File: src/rtl/gpio_pkg.sv
package gpio_pkg;
  localparam int unsigned BANK_W    = 32;
  localparam int unsigned NUM_BANKS = 2;

  localparam int unsigned REG_DIR      = 0;
  localparam int unsigned REG_SEL      = 2;
  localparam int unsigned REG_OUT      = 4;
  localparam int unsigned REG_IN       = 6;
  localparam int unsigned REG_TRIG_EDG = 8;
  localparam int unsigned REG_TRIG_HI  = 9;
  localparam int unsigned REG_TRIG_LO  = 10;
  localparam int unsigned REG_IRQ_EN   = 11;
  localparam int unsigned REG_IRQ_CLR  = 12;
  localparam int unsigned REG_IRQ_PEND = 13;

  typedef struct packed {
    logic edg;
    logic hi;
    logic lo;
  } trig_code_t;
endpackage

File: src/rtl/gpio_sync.sv
module gpio_sync #(
  parameter int unsigned W = 64
) (
  input  logic         clk,
  input  logic         rst,
  input  logic [W-1:0] async_in,
  output logic [W-1:0] sync_out
);
  logic [W-1:0] stage1;

  always_ff @(posedge clk) begin
    if (rst) begin
      stage1   <= '0;
      sync_out <= '0;
    end else begin
      stage1   <= async_in;
      sync_out <= stage1;
    end
  end
endmodule

File: src/rtl/gpio_irq_detect.sv
module gpio_irq_detect
  import gpio_pkg::*;
#(
  parameter int unsigned N = 16
) (
  input  logic         clk,
  input  logic         rst,
  input  logic [N-1:0] lvl,
  input  logic [N-1:0] t_edge,
  input  logic [N-1:0] t_hi,
  input  logic [N-1:0] t_lo,
  input  logic [N-1:0] clr,
  output logic [N-1:0] pend
);
  logic [N-1:0] lvl_d;

  always_ff @(posedge clk) begin
    if (rst) lvl_d <= '0;
    else     lvl_d <= lvl;
  end

  for (genvar i = 0; i < N; i++) begin : g_pin
    trig_code_t code;
    logic       rise, fall, hit_edge, hit_lvl;

    always_comb begin
      code     = '{edg: t_edge[i], hi: t_hi[i], lo: t_lo[i]};
      rise     = lvl[i] & ~lvl_d[i];
      fall     = ~lvl[i] & lvl_d[i];
      hit_edge = (code.hi & rise) | (code.lo & fall);
      hit_lvl  = (code.hi & lvl[i]) | (code.lo & ~lvl[i]);
    end

    always_ff @(posedge clk) begin
      if (rst)           pend[i] <= 1'b0;
      else if (clr[i])   pend[i] <= 1'b0;
      else if (code.edg) pend[i] <= pend[i] | hit_edge;
      else               pend[i] <= hit_lvl;
    end
  end
endmodule

File: src/rtl/gpio_pad_mux.sv
module gpio_pad_mux #(
  parameter int unsigned N = 64
) (
  input  logic         clk,
  input  logic         rst,
  input  logic [N-1:0] dir,
  input  logic [N-1:0] sel,
  input  logic [N-1:0] out_val,
  input  logic [N-1:0] alt_out,
  input  logic [N-1:0] alt_oe,
  output logic [N-1:0] pad_out,
  output logic [N-1:0] pad_oe
);
  always_ff @(posedge clk) begin
    if (rst) begin
      pad_out <= '0;
      pad_oe  <= '0;
    end else begin
      pad_out <= (sel & alt_out) | (~sel & out_val);
      pad_oe  <= (sel & alt_oe)  | (~sel & dir);
    end
  end
endmodule

File: src/rtl/gpio_irq_ctrl.sv
module gpio_irq_ctrl
  import gpio_pkg::*;
#(
  parameter int unsigned NUM_PINS = 64,
  parameter int unsigned IRQ_PINS = 16,
  parameter int unsigned DATA_W   = 32,
  parameter int unsigned ADDR_W   = 4
) (
  input  logic                clk,
  input  logic                rst,
  input  logic [ADDR_W-1:0]   bus_addr,
  input  logic                bus_we,
  input  logic [DATA_W-1:0]   bus_wdata,
  output logic [DATA_W-1:0]   bus_rdata,
  input  logic [NUM_PINS-1:0] pad_in,
  output logic [NUM_PINS-1:0] pad_out,
  output logic [NUM_PINS-1:0] pad_oe,
  input  logic [NUM_PINS-1:0] alt_out,
  input  logic [NUM_PINS-1:0] alt_oe,
  output logic                irq
);
  localparam int unsigned NB = NUM_PINS / DATA_W;

  logic [NUM_PINS-1:0] dir_q, sel_q, out_q, sync_in;
  logic [IRQ_PINS-1:0] t_edge_q, t_hi_q, t_lo_q, en_q, clr_q, pend;
  logic [DATA_W-1:0]   rd_val;

  function automatic logic hit(input logic [ADDR_W-1:0] a, input int unsigned r);
    return a == ADDR_W'(r);
  endfunction

  for (genvar b = 0; b < NB; b++) begin : g_bank
    always_ff @(posedge clk) begin
      if (rst) begin
        dir_q[b*DATA_W +: DATA_W] <= '0;
        sel_q[b*DATA_W +: DATA_W] <= '0;
        out_q[b*DATA_W +: DATA_W] <= '0;
      end else if (bus_we) begin
        if (hit(bus_addr, REG_DIR + b)) dir_q[b*DATA_W +: DATA_W] <= bus_wdata;
        if (hit(bus_addr, REG_SEL + b)) sel_q[b*DATA_W +: DATA_W] <= bus_wdata;
        if (hit(bus_addr, REG_OUT + b)) out_q[b*DATA_W +: DATA_W] <= bus_wdata;
      end
    end
  end

  always_ff @(posedge clk) begin
    if (rst) begin
      t_edge_q <= '0;
      t_hi_q   <= '0;
      t_lo_q   <= '0;
      en_q     <= '0;
      clr_q    <= '0;
    end else if (bus_we) begin
      if (hit(bus_addr, REG_TRIG_EDG)) t_edge_q <= bus_wdata[IRQ_PINS-1:0];
      if (hit(bus_addr, REG_TRIG_HI))  t_hi_q   <= bus_wdata[IRQ_PINS-1:0];
      if (hit(bus_addr, REG_TRIG_LO))  t_lo_q   <= bus_wdata[IRQ_PINS-1:0];
      if (hit(bus_addr, REG_IRQ_EN))   en_q     <= bus_wdata[IRQ_PINS-1:0];
      if (hit(bus_addr, REG_IRQ_CLR))  clr_q    <= bus_wdata[IRQ_PINS-1:0];
    end
  end

  gpio_sync #(.W(NUM_PINS)) sync_i (
    .clk(clk), .rst(rst), .async_in(pad_in), .sync_out(sync_in)
  );

  gpio_irq_detect #(.N(IRQ_PINS)) det_i (
    .clk(clk), .rst(rst), .lvl(sync_in[IRQ_PINS-1:0]),
    .t_edge(t_edge_q), .t_hi(t_hi_q), .t_lo(t_lo_q),
    .clr(clr_q), .pend(pend)
  );

  gpio_pad_mux #(.N(NUM_PINS)) mux_i (
    .clk(clk), .rst(rst), .dir(dir_q), .sel(sel_q), .out_val(out_q),
    .alt_out(alt_out), .alt_oe(alt_oe), .pad_out(pad_out), .pad_oe(pad_oe)
  );

  always_comb begin
    rd_val = '0;
    for (int b = 0; b < int'(NB); b++) begin
      if (hit(bus_addr, REG_DIR + b)) rd_val = dir_q[b*DATA_W +: DATA_W];
      if (hit(bus_addr, REG_SEL + b)) rd_val = sel_q[b*DATA_W +: DATA_W];
      if (hit(bus_addr, REG_OUT + b)) rd_val = out_q[b*DATA_W +: DATA_W];
      if (hit(bus_addr, REG_IN + b))  rd_val = sync_in[b*DATA_W +: DATA_W];
    end
    if (hit(bus_addr, REG_TRIG_EDG)) rd_val = DATA_W'(t_edge_q);
    if (hit(bus_addr, REG_TRIG_HI))  rd_val = DATA_W'(t_hi_q);
    if (hit(bus_addr, REG_TRIG_LO))  rd_val = DATA_W'(t_lo_q);
    if (hit(bus_addr, REG_IRQ_EN))   rd_val = DATA_W'(en_q);
    if (hit(bus_addr, REG_IRQ_CLR))  rd_val = DATA_W'(clr_q);
    if (hit(bus_addr, REG_IRQ_PEND)) rd_val = DATA_W'(pend);
  end

  always_ff @(posedge clk) begin
    if (rst) begin
      bus_rdata <= '0;
      irq       <= 1'b0;
    end else begin
      bus_rdata <= rd_val;
      irq       <= |(pend & en_q);
    end
  end
endmodule

File: config.mk
export PLATFORM = sky130hd
export DESIGN_NAME = gpio_irq_ctrl
export DESIGN_NICKNAME = d
export VERILOG_FILES = /design/src/rtl/gpio_pkg.sv /design/src/rtl/gpio_sync.sv /design/src/rtl/gpio_irq_detect.sv /design/src/rtl/gpio_pad_mux.sv /design/src/rtl/gpio_irq_ctrl.sv
export SDC_FILE = /design/constraint.sdc
export NUM_CORES = 1
export LEC_CHECK = 0
export ABC_AREA = 1
export BUFFER_PORTS_ARGS = -buffer_cell sky130_fd_sc_hd__buf_2
export CORE_MARGIN = 2
export CORE_UTILIZATION = 28
export CTS_CLUSTER_DIAMETER = 120
export CTS_CLUSTER_SIZE = 8
export DETAILED_ROUTE_END_ITERATION = 7
export GPL_ROUTABILITY_DRIVEN = 0
export PLACE_DENSITY = 0.5
export REMOVE_ABC_BUFFERS = 1
export SETUP_SLACK_MARGIN = 0.15
export SYNTH_ARGS = -nofsm -noshare
export SYNTH_HDL_FRONTEND = slang
export SYNTH_SLANG_ARGS = --single-unit
export TNS_END_PERCENT = 5
File: constraint.sdc
create_clock -name clk -period 4.5 [get_ports clk]
set_input_delay 0.675 -clock clk [delete_from_list [all_inputs] [get_ports clk]]
set_output_delay 0.675 -clock clk [all_outputs]
set_load 0.03 [all_outputs]
== Word-level counts from Yosys, hierarchy flattened ==
Index checks and enable logic that the tools add are counted.

* Output and inout port bits: 161
* Register bits: 593
* Logic and storage cells: 292
* Input bits: 231

* Eq/ne operators: 13
* Mux-type cells: 30
* Bitwise gates (word level): 184
* Reduce and logical (&&, ||, !) cells: 30

{| class="wikitable"
|+ Operator list
! cell !! count
|-
| $and 64x64->64 || 4
|-
| $mux 32 || 8
|-
| $or 64x64->64 || 2
|-
| $and 1x1->1 || 96
|-
| $mux 16 || 6
|-
| $not 64->64 || 1
|-
| $or 1x1->1 || 48
|-
| $not 1->1 || 32
|-
| $reduce_or 2->1 || 16
|-
| $eq 4x4->1 const B || 6
|-
| $reduce_and 2->1 || 11
|-
| $and 16x16->16 || 1
|-
| $eq 4x3->1 const B || 4
|-
| $mux 1 || 16
|-
| $reduce_or 16->1 || 1
|-
| $eq 4x2->1 const B || 2
|-
| $reduce_or 7->1 || 1
|-
| $eq 4x1->1 const B || 1
|-
| $logic_not 4->1 || 1
|}

== Logic depth before layout (Yosys ltp) ==
* Depth in word-level cells: 15
* Mapped depth: 14
* Mapped depth without buffers: 13

== Cells and area by module ==
Synthesis repeated with hierarchy kept, for this count alone.

* Cells, all modules: 3,364
* Area, all modules: 23,879.2 um^2

{| class="wikitable"
|+ By module, submodules not included
! module !! cells an instance !! sequential area each (um^2) !! instances !! area each (um^2)
|-
| gpio_irq_ctrl || 1,924 || 6,105.9 || 1 || 13,405.4
|-
| gpio_pad_mux || 783 || 2,562.5 || 1 || 5,247.5
|-
| gpio_sync || 398 || 2,562.5 || 1 || 3,677.3
|-
| gpio_irq_detect || 259 || 640.6 || 1 || 1,549.0
|}

== Worst setup path before layout ==
No wires, ideal clock.

* Kind: input to register
* Start: input bus_addr[3]
* End: register sel_q[24]
* Arrival time: 1.794 ns
* Buffers on the path: 2
* Stages: 8
* Data required time: 4.372 ns
* Library setup time: 0.128 ns
* Setup slack: 2.577 ns
* Path through: inv_1 nand2_1 nor2_1 buf_4 nand2_2 clkbuf_1 o21ai_0 a21oi_1

* Word-level cells in the longest chain between the ends: 2

{| class="wikitable"
|+ RTL lines
! element !! line !! RTL
|-
| from (decl) || gpio_irq_ctrl.sv:11 || <nowiki>input logic [ADDR_W-1:0] bus_addr,</nowiki>
|-
| $eq 4x2->1 || gpio_irq_ctrl.sv:29 || <nowiki>return a == ADDR_W'(r);</nowiki>
|-
| $reduce_and 2->1 (no line) || -- ||
|-
| to (signal, indexed assignment) || gpio_irq_ctrl.sv:40 || <nowiki>if (hit(bus_addr, REG_SEL + b)) sel_q[b*DATA_W +: DATA_W] <= bus_wdata;</nowiki>
|-
| to (decl) || gpio_irq_ctrl.sv:24 || <nowiki>logic [NUM_PINS-1:0] dir_q, sel_q, out_q, sync_in;</nowiki>
|}

Every way passes these cells.
A chain may end at the register's enable or synchronous reset.

== Worst setup path in the final report ==
* Start: input bus_addr[0]
* End: register sel_q[12]

The elaborated chain is that of the path after synthesis.

==> flow_summary.yaml <==
outcome:
  status: "complete, no violations"
hold_path:
  holdPathStages: 3
  min_path_type: "in -> reg"
global_routing:
  grtUsageTotal_pct: 19.3
  grt_max_degree: 157
  grt_pass1_vias: 18500
  antenna_found_initial: 17
  grt_overflow: 0
  grt_pass1_wl_um: 118000
placement:
  dp_hpwl_um: 51000
  port_buffers: 391
  place_ws_ps: 1260
timing:
  final_hold_viol_count: 0
  setup_ws_ps: 1960
  worst_pin_slew_ps: 1170
  min_period_over_period_pct: 56.5
  clock_skew_ps: 14.3
  rsz0062_at_grt: "false"
  timing.fmax_mhz: 393
  post-route-min-period_ps: 2540
  maxSlewViolCount: 0
  setup_violations: 0
  maxSlewHeadroom_pct: 21.7
cts:
  ctsHoldBuffers: 0
  ctsResizeCount: 0
  root_buffer: "clkbuf_16"
  clk_pin_slew_worst_paths_ps: 50
  clock_sinks: 593
  clk_latency_ps: 630
  cts_tree: "yes"
  cts_buffer_depth: 3
  cts_buffers: 84
  cts-htree-levels: 3
  cts_setup_buffers: 0
setup_path:
  crit_type: "in -> reg"
  critPathMaxFanout: 64
  end_kind: "flip-flop"
  slowest_delay_ps: 720
  rr_worst_depth: 10
  slowest_stage: "nand2_4"
  critPathRequiredTime_ps: 4970
  worstSetupStartpointType: "primary input"
  path_depth: 7
  arrival_ps: 3010
  path_delay_family: "simple AND/OR/NAND/NOR gates"
  crit_buf_inv: 2
  crit_chain: "buf_2 -> inv_1 -> nand2_1 -> nor2_4 -> nand2_4 -> o21ai_0 -> a21oi_1"
route:
  routed_wl_um: 79300
  final_antenna_net_count: 0
  vias_per_cell: 4.58
  drtPass1Iterations: 5
  vias: 19200
  drtIter0Drc: 1073
  routedWlPerCell_um: 18.9
  drc_errors: 0
synthesis:
  synth_compound_area_share_pct: 22.1
  syn_area_sq_um: 21800
  synth_cell_types: 34
  muxShareOfSynthArea_pct: 0
  ys_seq_elements: 593
  syn_inst: 2802
  synth.avg_cell_area_sq_um: 7.77
  synth_area_leaders: "dfxtp_1 (55%), a21oi_1 (10%), o21ai_0 (8.9%)"
  yosys.area_share.simple_pct: 12.9
  synth_fa_ha_area_share_pct: 0
  synth_warnings: 0
  synth_top_area_share_pct: 54.5
  synth_top_area_cell: "dfxtp_1"
  synth_top_family_by_area: "compound AO/OA/AOI/OAI gates"
  synth-xor-area-share_pct: 0
  synth-seq-area-share_pct: 54.5
final_layout:
  drive_gt1_share_pct: 16.9
  final_nets: 3371
  seq_area_sq_um: 11900
  multi_input_area_sq_um: 7720
  utilization_pct: 34.9
  num-fill-cells: 8184
  area_growth_pct: 23.7
floorplan:
  start_util_pct: 28.2
  core-area_sq_um: 77200
  die_area_sq_um: 80000
  num_rows: 102
  die_h_um: 283
  num_io_pins: 392
  die_width_um: 283
power:
  p_leak_uw: 0.0111
  p_per_area_nw_per_um2: 441
  vdd_drop_max_mv: 0.284
run:
  max_cap_violations: 0
registers in the layout, summed over array words and instances (netlist names), 32 cells and up:
| name | count |
|---|---|
| dir_q | 64 |
| mux_i.pad_oe | 64 |
| out_q | 64 |
| sync_i.sync_out | 64 |
| sel_q | 64 |
| sync_i.stage1 | 64 |
| mux_i.pad_out | 64 |
| bus_rdata | 32 |
synthesized netlist by cell type:
cell type	number
buf_2	23
nor3_1	1
clkbuf_1	133
buf_1	6
a221oi_1	4
nand2_2	2
clkinv_1	2
o21ai_1	2
a41oi_1	10
o211ai_1	16
or2_0	1
dfxtp_1	593
nor2_2	3
a211oi_1	12
o31ai_1	4
buf_4	3
nand4_1	31
a21oi_1	442
o41ai_1	1
inv_1	422
nor2_4	1
o22ai_1	19
o2111ai_1	1
o221ai_1	1
a311oi_1	4
nor2_1	242
nand2_1	342
a22o_1	1
nand3_1	73
a31oi_1	2
nand2_4	1
inv_2	5
o21ai_0	388
a32oi_1	11
path summary, 6_finish.rpt:
check / from / endpoint / slack (ps)
worst max-delay path: bus_addr[0] / sel_q[12] / 1960
worst min-delay path: pad_in[58] / sync_i.stage1[58] / 240
worst max register to register: out_q[13] / bus_rdata[13] / 3090
worst min register to register: sync_i.stage1[24] / sync_i.sync_out[24] / 390
area by class of cell:
class / instances / area share (%)
clock buffer: 86 / 7.91
inverter: 429 / 6.00
clock inverter: 7 / 0.423
sequential: 593 / 44.1
antenna: 6 / 0.0557
timing repair buffer: 417 / 8.07
tap: 1040 / 4.83
multi-input combinational: 1615 / 28.7
power breakdown:
| part | switching, uW | total [uW] | leakage (uW) | internal [uW] |
|---|---|---|---|---|
| clock network | 2340 | 5680 | 0.00110 | 3340 |
| registers | 59.4 | 5470 | 0.00482 | 5410 |
| logic | 518 | 740 | 0.00515 | 221 |
| total | 2920 | 11900 | 0.0111 | 8970 |
worst reg2reg max path: cells and delay by family, from the launching register on:
kind	cells	cell delay, ps
AND/OR/NAND/NOR	9	860
flip-flops	1	290
buffers and inverters	1	120
per-stage QoR:
step                      hold slack, ps  setup TNS [ps]  instances  power, uW  instance area [sq um]
after floorplan                      388         -287740       2637       5940                  21100
after global placement               389               0       4094       6320                  24700
after detailed placement             392               0       4094       6320                  24700
after CTS                            204               0       4187      12100                  26900
after global routing                 231               0       4192      12400                  26900
final                                244               0       4193      11900                  26900
layout by cell type, fill, tap and decap left out, drive strengths merged:
cell     count
nor2       246
buf        416
a32oi       11
clkbuf      87
nand4       31
a211oi      12
a41oi       10
o221ai       1
a311oi       4
a221oi       4
o31ai        4
o22ai       19
o41ai        1
a31oi        2
nor3         1
dfxtp      593
or2          1
inv        430
nand3       73
a22o         1
a21oi      442
diode        6
o211ai      16
o2111ai      1
o21ai      390
nand2      345
clkinv       6
per-layer routing:
metal  track usage, %  share of wire (%)
met5                0               0.10
met4             6.26                2.5
met3             3.95                5.3
met2             32.5                 48
met1             24.6                 44
logic make-up after synthesis:
logic type	Yosys count
DFF	593
and+or+nand+nor	697
AOI/OAI and AO/OA	918
buffers and inverters	594
Note: power is estimated with default switching activity, not from simulation.
